<file path="config.mk">
export PLATFORM = sky130hd
export DESIGN_NAME = prbs_loop_meter
export DESIGN_NICKNAME = d
export VERILOG_FILES = /design/src/rtl/plm_pkg.sv /design/src/rtl/plm_bit_timer.sv /design/src/rtl/plm_lfsr.sv /design/src/rtl/plm_err_inject.sv /design/src/rtl/plm_rx_front.sv /design/src/rtl/plm_delay_meter.sv /design/src/rtl/prbs_loop_meter.sv
export SDC_FILE = /design/constraint.sdc
export NUM_CORES = 1
export LEC_CHECK = 0
export ABC_AREA = 1
export ABC_CLOCK_PERIOD_IN_PS = 4450
export BUFFER_PORTS_ARGS = -buffer_cell sky130_fd_sc_hd__buf_4
export CAP_MARGIN = 20
export CORE_MARGIN = 5
export CORE_UTILIZATION = 50
export DETAILED_ROUTE_END_ITERATION = 10
export PLACE_DENSITY = 0.68
export SLEW_MARGIN = 20
export SYNTH_ARGS = -nofsm -noshare
export SYNTH_HDL_FRONTEND = slang
export SYNTH_SLANG_ARGS = --single-unit
</file>
<file path="constraint.sdc">
create_clock -name clk -period 4.45 [get_ports clk]
set_input_delay 0.89 -clock clk [delete_from_list [all_inputs] [get_ports clk]]
set_output_delay 0.89 -clock clk [all_outputs]
set_load 0.1 [all_outputs]
</file>
<file path="src/rtl/plm_pkg.sv">
package plm_pkg;

  typedef enum logic [2:0] {
    MS_IDLE  = 3'd0,
    MS_FILL  = 3'd1,
    MS_SEEK  = 3'd2,
    MS_COUNT = 3'd3,
    MS_DONE  = 3'd4
  } meter_state_e;

endpackage

</file>
<file path="src/rtl/plm_bit_timer.sv">
module plm_bit_timer #(
  parameter int CLKS_PER_BIT = 16
) (
  input  logic clk,
  input  logic rst_n,
  output logic bit_tick,
  output logic tx_clk
);
  localparam int CW   = $clog2(CLKS_PER_BIT);
  localparam int HALF = CLKS_PER_BIT / 2;

  logic [CW-1:0] phase_q;
  logic [CW-1:0] phase_nxt;

  always_comb begin
    bit_tick  = (phase_q == CW'(CLKS_PER_BIT - 1));
    phase_nxt = bit_tick ? '0 : phase_q + 1'b1;
  end

  always_ff @(posedge clk or negedge rst_n) begin
    if (!rst_n) begin
      phase_q <= '0;
      tx_clk  <= 1'b0;
    end else begin
      phase_q <= phase_nxt;
      tx_clk  <= (phase_nxt >= CW'(HALF));
    end
  end

  AST_CLK_HIGH_AT_TICK: assert property (@(posedge clk) disable iff (!rst_n)
    bit_tick |-> tx_clk);
  AST_CLK_FALLS_AFTER_TICK: assert property (@(posedge clk) disable iff (!rst_n)
    bit_tick |=> !tx_clk);

endmodule

</file>
<file path="src/rtl/plm_lfsr.sv">
module plm_lfsr #(
  parameter int LEN = 23,
  parameter int TAP = 5
) (
  input  logic clk,
  input  logic rst_n,
  input  logic advance,
  output logic bit_out
);
  logic [LEN-1:0] state_q;
  logic           feedback;

  assign feedback = state_q[LEN-1] ^ state_q[TAP-1];
  assign bit_out  = state_q[LEN-1];

  always_ff @(posedge clk or negedge rst_n) begin
    if (!rst_n)       state_q <= '1;
    else if (advance) state_q <= {state_q[LEN-2:0], feedback};
  end

  AST_LFSR_NONZERO: assert property (@(posedge clk) disable iff (!rst_n)
    state_q != '0);

endmodule

</file>
<file path="src/rtl/plm_err_inject.sv">
module plm_err_inject (
  input  logic clk,
  input  logic rst_n,
  input  logic inject_req,
  input  logic bit_tick,
  output logic flip_now
);
  logic s1, s2, s3;
  logic rise;
  logic pending_q;

  always_ff @(posedge clk or negedge rst_n) begin
    if (!rst_n) begin
      s1 <= 1'b0;
      s2 <= 1'b0;
      s3 <= 1'b0;
    end else begin
      s1 <= inject_req;
      s2 <= s1;
      s3 <= s2;
    end
  end

  assign rise     = s2 & ~s3;
  assign flip_now = pending_q & bit_tick;

  always_ff @(posedge clk or negedge rst_n) begin
    if (!rst_n) pending_q <= 1'b0;
    else        pending_q <= (pending_q & ~bit_tick) | rise;
  end

  AST_FLIP_CONSUMES: assert property (@(posedge clk) disable iff (!rst_n)
    flip_now && !rise |=> !pending_q);
  AST_NO_FLIP_WITHOUT_REQ: assert property (@(posedge clk) disable iff (!rst_n)
    !pending_q && !rise |=> !flip_now);

endmodule

</file>
<file path="src/rtl/plm_rx_front.sv">
module plm_rx_front #(
  parameter int PAT_W = 64
) (
  input  logic             clk,
  input  logic             rst_n,
  input  logic             rx_data,
  input  logic             rx_clk,
  output logic [PAT_W-1:0] rx_sr
);
  logic c1, c2, c3;
  logic d1, d2;
  logic sample;

  always_ff @(posedge clk or negedge rst_n) begin
    if (!rst_n) begin
      c1 <= 1'b0;
      c2 <= 1'b0;
      c3 <= 1'b0;
      d1 <= 1'b0;
      d2 <= 1'b0;
    end else begin
      c1 <= rx_clk;
      c2 <= c1;
      c3 <= c2;
      d1 <= rx_data;
      d2 <= d1;
    end
  end

  assign sample = c2 & ~c3;

  always_ff @(posedge clk or negedge rst_n) begin
    if (!rst_n)      rx_sr <= '0;
    else if (sample) rx_sr <= {rx_sr[PAT_W-2:0], d2};
  end

  AST_RX_HOLD: assert property (@(posedge clk) disable iff (!rst_n)
    !(c2 && !c3) |=> $stable(rx_sr));

endmodule

</file>
<file path="src/rtl/plm_delay_meter.sv">
module plm_delay_meter
  import plm_pkg::*;
#(
  parameter int PAT_W = 64,
  parameter int CNT_W = 24
) (
  input  logic             clk,
  input  logic             rst_n,
  input  logic             start_req,
  input  logic             bit_tick,
  input  logic             tx_bit,
  input  logic [PAT_W-1:0] rx_sr,
  output logic [CNT_W-1:0] count,
  output logic             valid,
  output logic             ovf
);
  localparam int              FW   = $clog2(PAT_W + 1);
  localparam logic [CNT_W-1:0] CMAX = '1;

  meter_state_e     state_q;
  logic [PAT_W-1:0] tx_sr;
  logic [PAT_W-1:0] ref_q;
  logic [FW-1:0]    fill_q;
  logic             tx_hit, rx_hit;

  always_ff @(posedge clk or negedge rst_n) begin
    if (!rst_n)        tx_sr <= '0;
    else if (bit_tick) tx_sr <= {tx_sr[PAT_W-2:0], tx_bit};
  end

  assign tx_hit = (tx_sr == ref_q);
  assign rx_hit = (rx_sr == ref_q);

  always_ff @(posedge clk or negedge rst_n) begin
    if (!rst_n) begin
      state_q <= MS_IDLE;
      ref_q   <= '0;
      fill_q  <= '0;
      count   <= '0;
      valid   <= 1'b0;
      ovf     <= 1'b0;
    end else if (start_req) begin
      state_q <= MS_FILL;
      fill_q  <= '0;
      count   <= '0;
      valid   <= 1'b0;
      ovf     <= 1'b0;
    end else begin
      unique case (state_q)
        MS_IDLE: ;
        MS_FILL: begin
          if (fill_q == FW'(PAT_W)) begin
            ref_q   <= tx_sr;
            state_q <= MS_SEEK;
          end else if (bit_tick) begin
            fill_q <= fill_q + 1'b1;
          end
        end
        MS_SEEK: begin
          if (tx_hit) begin
            count   <= '0;
            state_q <= MS_COUNT;
          end
        end
        MS_COUNT: begin
          if (rx_hit) begin
            valid   <= 1'b1;
            state_q <= MS_DONE;
          end else if (bit_tick) begin
            if (count == CMAX) begin
              ovf     <= 1'b1;
              valid   <= 1'b1;
              state_q <= MS_DONE;
            end else begin
              count <= count + 1'b1;
            end
          end
        end
        MS_DONE: ;
        default: state_q <= MS_IDLE;
      endcase
    end
  end

  AST_VALID_HOLDS: assert property (@(posedge clk) disable iff (!rst_n)
    valid && !start_req |=> valid);
  AST_COUNT_FROZEN: assert property (@(posedge clk) disable iff (!rst_n)
    valid && !start_req |=> $stable(count));
  AST_NO_WRAP: assert property (@(posedge clk) disable iff (!rst_n)
    (count == CMAX) && !start_req |=> (count == CMAX));
  AST_OVF_VALID: assert property (@(posedge clk) disable iff (!rst_n)
    ovf |-> valid);
  AST_START_CLEARS: assert property (@(posedge clk) disable iff (!rst_n)
    start_req |=> !valid && !ovf && (count == '0));

endmodule

</file>
<file path="src/rtl/prbs_loop_meter.sv">
module prbs_loop_meter #(
  parameter int CLKS_PER_BIT = 16,
  parameter int LFSR_LEN     = 23,
  parameter int LFSR_TAP     = 5,
  parameter int PAT_W        = 64,
  parameter int CNT_W        = 24
) (
  input  logic             clk,
  input  logic             rst_n,
  input  logic             inject_req,
  input  logic             start_req,
  input  logic             rx_data,
  input  logic             rx_clk,
  output logic             tx_data,
  output logic             tx_clk,
  output logic [CNT_W-1:0] delay_count,
  output logic             delay_valid,
  output logic             delay_ovf
);
  logic             bit_tick;
  logic             gen_bit;
  logic             flip_now;
  logic             tx_bit_nxt;
  logic [PAT_W-1:0] rx_sr;

  plm_bit_timer #(.CLKS_PER_BIT(CLKS_PER_BIT)) u_timer (
    .clk(clk), .rst_n(rst_n), .bit_tick(bit_tick), .tx_clk(tx_clk)
  );

  plm_lfsr #(.LEN(LFSR_LEN), .TAP(LFSR_TAP)) u_lfsr (
    .clk(clk), .rst_n(rst_n), .advance(bit_tick), .bit_out(gen_bit)
  );

  plm_err_inject u_inject (
    .clk(clk), .rst_n(rst_n), .inject_req(inject_req),
    .bit_tick(bit_tick), .flip_now(flip_now)
  );

  assign tx_bit_nxt = gen_bit ^ flip_now;

  always_ff @(posedge clk or negedge rst_n) begin
    if (!rst_n)        tx_data <= 1'b0;
    else if (bit_tick) tx_data <= tx_bit_nxt;
  end

  plm_rx_front #(.PAT_W(PAT_W)) u_rx (
    .clk(clk), .rst_n(rst_n), .rx_data(rx_data), .rx_clk(rx_clk), .rx_sr(rx_sr)
  );

  plm_delay_meter #(.PAT_W(PAT_W), .CNT_W(CNT_W)) u_meter (
    .clk(clk), .rst_n(rst_n), .start_req(start_req), .bit_tick(bit_tick),
    .tx_bit(tx_bit_nxt), .rx_sr(rx_sr),
    .count(delay_count), .valid(delay_valid), .ovf(delay_ovf)
  );

  AST_TX_MOVES_ON_TICK: assert property (@(posedge clk) disable iff (!rst_n)
    !bit_tick |=> $stable(tx_data));

endmodule

</file>
==> out/metrics.cfg, run 1 <==
[yosys]
synth_top_family_by_area = simple AND/OR/NAND/NOR gates
synth_area_um2 = 12600
synth_cells = 1587
ys_ff_latch = 264
synth_nets = 1597
ys_warn_count = 0
synth_fa_ha_area_frac = 0.00396
synth_xor_area_frac = 0.0637
synth_seq_area_share = 0.525
synthSimpleGateAreaFrac = 0.239
yosysMostFrequentCell = nand2_1
yosys.area.top_type_share = 0.477
synth_compound_area_frac = 0.0868
yosysTopAreaCell = dfrtp_1
syn_avg_cell_area_um2 = 7.96
synth_edf_count = 0
synth_area_leaders = dfrtp_1 (48%), nand2_1 (16%), o21ai_0 (7.6%)
synth_ff_type = dfrtp_1
synthMuxAreaShare = 0.00267
synth-async-reset-ratio = 1.00
synth_common_cells = nand2_1 (530), dfrtp_1 (241), inv_1 (204)
synthDistinctLibCells = 35

[global_route]
grt_first_pass_wirelength_um = 44200
grt-ovfl-total = 0
grt_pass1_vias = 9165
grt_use_total = 0.181
grt_max_degree = 138
antenna_found_initial = 0

[place]
hpwl_um = 15900
portBuffers = 33
gp_congestion = 0.890
post-place-ws_ps = 1480

[detailed_routing]
antenna_left = 0
drtIter0Drc = 624
vias = 9522
first_pass_iters = 5
avgRoutedWirePerCell_um = 12.6
routed_wl_um = 24700
via_per_inst = 4.86
drc = 0

[timing]
skew_ps = 26.2
setup_tns_ps = 0
rsz0062_at_grt = false
setup_viol = 0
layout_setup_ws_ps = 1620
maxSlewViolCount = 0
fmax_ghz = 0.353
tightest_slew_ps = 888
finalHoldViolCount = 0
slew_headroom = 0.408
fin_crit_ps = 2830
layout_worst_path_cycle_share = 0.637

[clock_network]
numCtsBuffers = 30
cts_hold_buffers = 0
post_cts_resized = 0
tritoncts = done
clk_pin_slew_ps = 60
post_cts_buffers = 0
clock_latency_ps = 560
clock_sinks = 264
htreeDepth = 1
ctsRootBufferMaster = clkbuf_16
clk_path_buf_depth = 3

[worst_setup_path]
cp_data_arrival_time_ps = 3280
worst_setup_path_start_kind = flip-flop
worst-setup-path-type = reg -> reg
endpoint_kind = flip-flop
critPathRequiredTime_ps = 4900
crit_path_max_fanout = 25

[layout]
syn_to_final_growth_pct = 13.3
multiInputGateArea_um2 = 5020
drive_above_1_share = 0.0860
diodes = 0
regArea_um2 = 6640
nets = 1614
nFillCells = 2274

[die]
dieArea_um2 = 28600
core_area_um2 = 25000
fp-row-count = 58
die_x_um = 169
start_util = 0.505
pin_count = 34
dieHeight_um = 169

[power]
clkPwrFrac = 0.459
leakage_uw = 0.00704
cellPowerDensity_nw_per_um2 = 418
p_seq_frac = 0.437
ir_drop_mv = 0.275
internal-power_uw = 4460
p_sw_frac = 0.255
switchingPower_uw = 1530
power_frac_comb = 0.104

[flow_run]
maxCapViolCount = 0

[outcome]
status = finished clean

[min_path]
hp-class = reg -> reg

==> layout by cell type (no fill, tap or decap), drive strengths merged, types with 13 or more instances in the layout <==
cell type / count
nand2: 535
dfrtp: 241
inv: 206
o21ai: 193
nor2: 123
xor2: 74
nand3: 45
buf: 41
clkbuf: 39
nor3: 24
dfstp: 23
xnor2: 18
a21oi: 16
nand4: 13
==> area by class of cell <==
type                       count  area share
inverter                     205      0.0537
clock inverter                17      0.0192
clock buffer                  39      0.0597
tap                          330      0.0288
multi-input combinational   1062       0.351
timing repair buffer          41      0.0246
sequential                   264       0.463
==> worst max-delay path, cell delays in order (launching register included) <==
cell and delay [ps]:
dfrtp_1 400, inv_1 70, nor2_1 70, nand2_1 410
nor2_2 120, inv_1 340, o22ai_1 180, a21oi_4 580
nand2_4 330, nand2_1 150, nand2_1 60
==> cell families (layout without fill, tap and decap cells) <==
logic type	Yosys count	after routing
compound gates	214	214
xor+xnor	92	92
fa+ha+maj	4	4
buf+inv	261	302
flops	264	264
mux	3	3
simple gates	749	749
==> final timing paths <==
kind                                                start                             to  slack (ps)  cells after the start
setup / recovery           u_meter.state_q[1]$_DFFE_PN0P_   u_meter.count[8]$_DFFE_PN0P_        1620                     10
hold / removal                          u_rx.c1$_DFF_PN0_              u_rx.c2$_DFF_PN0_         350                      0
setup reg to reg           u_meter.state_q[1]$_DFFE_PN0P_   u_meter.count[8]$_DFFE_PN0P_        1620                     10
hold reg to reg                         u_rx.c1$_DFF_PN0_              u_rx.c2$_DFF_PN0_         350                      0
max in group asynchronous                           rst_n  u_lfsr.state_q[2]$_DFFE_PN1P_        3060                      2
min in group asynchronous                           rst_n     u_rx.rx_sr[61]$_DFFE_PN0P_         390                      1
==> power by group through the flow <==
stage | clock [uW] | sequential (uW) | combinational (uW)
floorplan | 0 | 2660 | 442
global placement | 0 | 2650 | 609
detailed placement | 0 | 2650 | 626
CTS | 2810 | 2610 | 634
global route | 2900 | 2630 | 724
finish | 2750 | 2610 | 622
==> layer usage <==
metal,up-vias,global-route usage,wire length (um)
li1,4938,-,-
met1,4403,0.262,12000
met2,136,0.292,11300
met3,45,0.0227,819
met4,0,0.0452,606
met5,-,0,0
==> registers in the layout, summed over array words and instances, names as in the netlist, 3 cells and up <==
name / count
u_lfsr.state_q: 23
u_meter.count: 24
u_meter.fill_q: 7
u_meter.ref_q: 64
u_meter.state_q: 3
u_meter.tx_sr: 64
u_rx.rx_sr: 64
u_timer.phase_q: 4
==> metrics by stage <==
stage	util	power [uW]	hold WS, ps	cell area [um^2]	instances
detailed placement	0.527	3280	336	13200	1902
CTS	0.572	6060	350	14300	1958
global route	0.572	6260	357	14300	1958
finish	0.572	5980	347	14300	1958
floorplan	-	3100	331	12600	1587
global placement	0.527	3260	333	13200	1902
No activity file was read; power rests on OpenSTA's default activity.
==> inputs of run 2 (changes only) <==
--- a/config.mk
+++ b/config.mk
@@ -6,7 +6,7 @@
 export NUM_CORES = 1
 export LEC_CHECK = 0
 export ABC_AREA = 1
-export ABC_CLOCK_PERIOD_IN_PS = 4450
+export ABC_CLOCK_PERIOD_IN_PS = 2970
 export BUFFER_PORTS_ARGS = -buffer_cell sky130_fd_sc_hd__buf_4
 export CAP_MARGIN = 20
 export CORE_MARGIN = 5
==> constraint.sdc (replaced) <==
create_clock -name clk -period 2.97 [get_ports clk]
set_input_delay 0.594 -clock clk [delete_from_list [all_inputs] [get_ports clk]]
set_output_delay 0.594 -clock clk [all_outputs]
set_load 0.1 [all_outputs]
==> out/metrics.cfg, run 2 (synthesis results as in run 1) <==
[die]
start_util = 0.505
die_x_um = 169
dieHeight_um = 169
fp-row-count = 58
core_area_um2 = 25000
dieArea_um2 = 28600
pin_count = 34

[detailed_routing]
vias = 9551
drtIter0Drc = 651
antenna_left = 0
first_pass_iters = 5
drc = 0
routed_wl_um = 24900
avgRoutedWirePerCell_um = 12.7
via_per_inst = 4.87

[global_route]
use_met1 = 0.258
grt_use_total = 0.178
grt_max_degree = 150
grt_first_pass_wirelength_um = 43600
antenna_found_initial = 0
grt_use_met2 = 0.289
grt-ovfl-total = 0
grt_pass1_vias = 9211
grt.met3_usage = 0.0248
busiest_layer = met2

[layout]
final_cell_mix = nand2_1 (528), dfrtp_1 (241), inv_1 (204)
diodes = 0
nets = 1621
drive_above_1_share = 0.0863
nFillCells = 2249
largestRegisters = u_meter.ref_q: 64 flops, u_meter.tx_sr: 64 flops, u_rx.rx_sr: 64 flops
final_common_cell = nand2_1
syn_to_final_growth_pct = 12.9
final_area_um2 = 14300
final_util = 0.570

[min_path]
hp-class = in -> async

[timing]
maxSlewViolCount = 0
skew_ps = 10.6
setup_viol = 0
tightest_slew_ps = 826
finalHoldViolCount = 0
rsz0062_at_grt = false
slew_headroom = 0.450
layout_worst_path_cycle_share = 0.806
fmax_ghz = 0.418
whs_ps = 34.3
setup_tns_ps = 0
fin_crit_ps = 2390

[worst_setup_path]
startpoint = u_meter.count[0]$_DFFE_PN0P_
r2r-end = u_meter.count[3]$_DFFE_PN0P_
cp_data_arrival_time_ps = 2860
r2r_slack_ps = 580
worst_setup_path_start_kind = flip-flop
worst-setup-path-type = reg -> reg
crit_path_max_fanout = 24
endpoint_kind = flip-flop
critPathRequiredTime_ps = 3440
regToRegStartpoint = u_meter.count[0]$_DFFE_PN0P_
rr_worst_depth = 11

[place]
gp_congestion = 0.887
portBuffers = 33
hpwl_um = 16400
post_dp_cell_area_um2 = 13300

[power]
switchingPower_uw = 2210
clkPwrFrac = 0.432
p_sw_frac = 0.258
internal-power_uw = 6350
power_frac_comb = 0.111
leakage_uw = 0.00702
ir_drop_mv = 0.424
cellPowerDensity_nw_per_um2 = 600
p_seq_frac = 0.457

[flow_run]
maxCapViolCount = 0

[clock_network]
clock_latency_ps = 530
clock_sinks = 264
clk_path_buf_depth = 3
post_cts_resized = 0
clk_pin_slew_ps = 60
numCtsBuffers = 29
htreeDepth = 1
cts_hold_buffers = 0
tritoncts = done
post_cts_buffers = 0
ctsRootBufferMaster = clkbuf_16

[outcome]
status = finished clean

run 2: worst max-delay path by stage:
| stage | depth (start not counted) | to |
|---|---|---|
| 2_1_floorplan | 11 | u_meter.count[15]$_DFFE_PN0P_ |
| 3_3_place_gp | 11 | u_meter.count[2]$_DFFE_PN0P_ |
| 3_5_place_dp | 11 | u_meter.count[7]$_DFFE_PN0P_ |
| 4_1_cts | 11 | u_meter.count[3]$_DFFE_PN0P_ |
| 5_1_grt | 11 | u_meter.count[6]$_DFFE_PN0P_ |
| 6_report | 11 | u_meter.count[3]$_DFFE_PN0P_ |
run 2: cell type report:
class	count	area, um^2	area share
Clock buffer	41	831	0.0582
Inverter	205	769	0.0539
Sequential cell	264	6640	0.465
Clock inverter	12	164	0.0115
Timing Repair Buffer	49	438	0.0307
Multi-Input combinational cell	1062	5020	0.352
Tap cell	330	413	0.0289
run 2: routing by layer:
layer  wire, um  vias to the layer above  share of wire
li1           -                     4945              -
met1      12200                     4447           0.49
met2      11500                      121           0.46
met3        744                       38          0.030
met4        481                        0          0.019
met5          0                        -              0
run 2: power by group through the flow:
| stage | sequential, uW | combinational [uW] | clock (uW) |
|---|---|---|---|
| 2_1_floorplan | 3980 | 663 | 0 |
| 3_3_place_gp | 3960 | 932 | 0 |
| 3_5_place_dp | 3970 | 953 | 0 |
| 4_1_cts | 3910 | 959 | 3800 |
| 5_1_grt | 3940 | 1090 | 3940 |
| 6_report | 3910 | 949 | 3700 |
run 2: critical path: stages (launching register included):
cell and delay (ps):
dfrtp_1 430, ha_1 240, nand2_2 100, nor3_4 220, nand3_2 130, nor2_2 150, nand4_2 130, nand2_2 120
nand2_2 280, nand2_4 360, nand2_1 90, nand2_1 70
run 2: per-stage QoR:
stage                     power [uW]  setup WS [ps]  std cells
final                           8560            575       1963
after global routing            8970            298       1963
after CTS                       8670            602       1963
after detailed placement        4920            613       1910
after global placement          4900            694       1910
after floorplan                 4650            333       1587
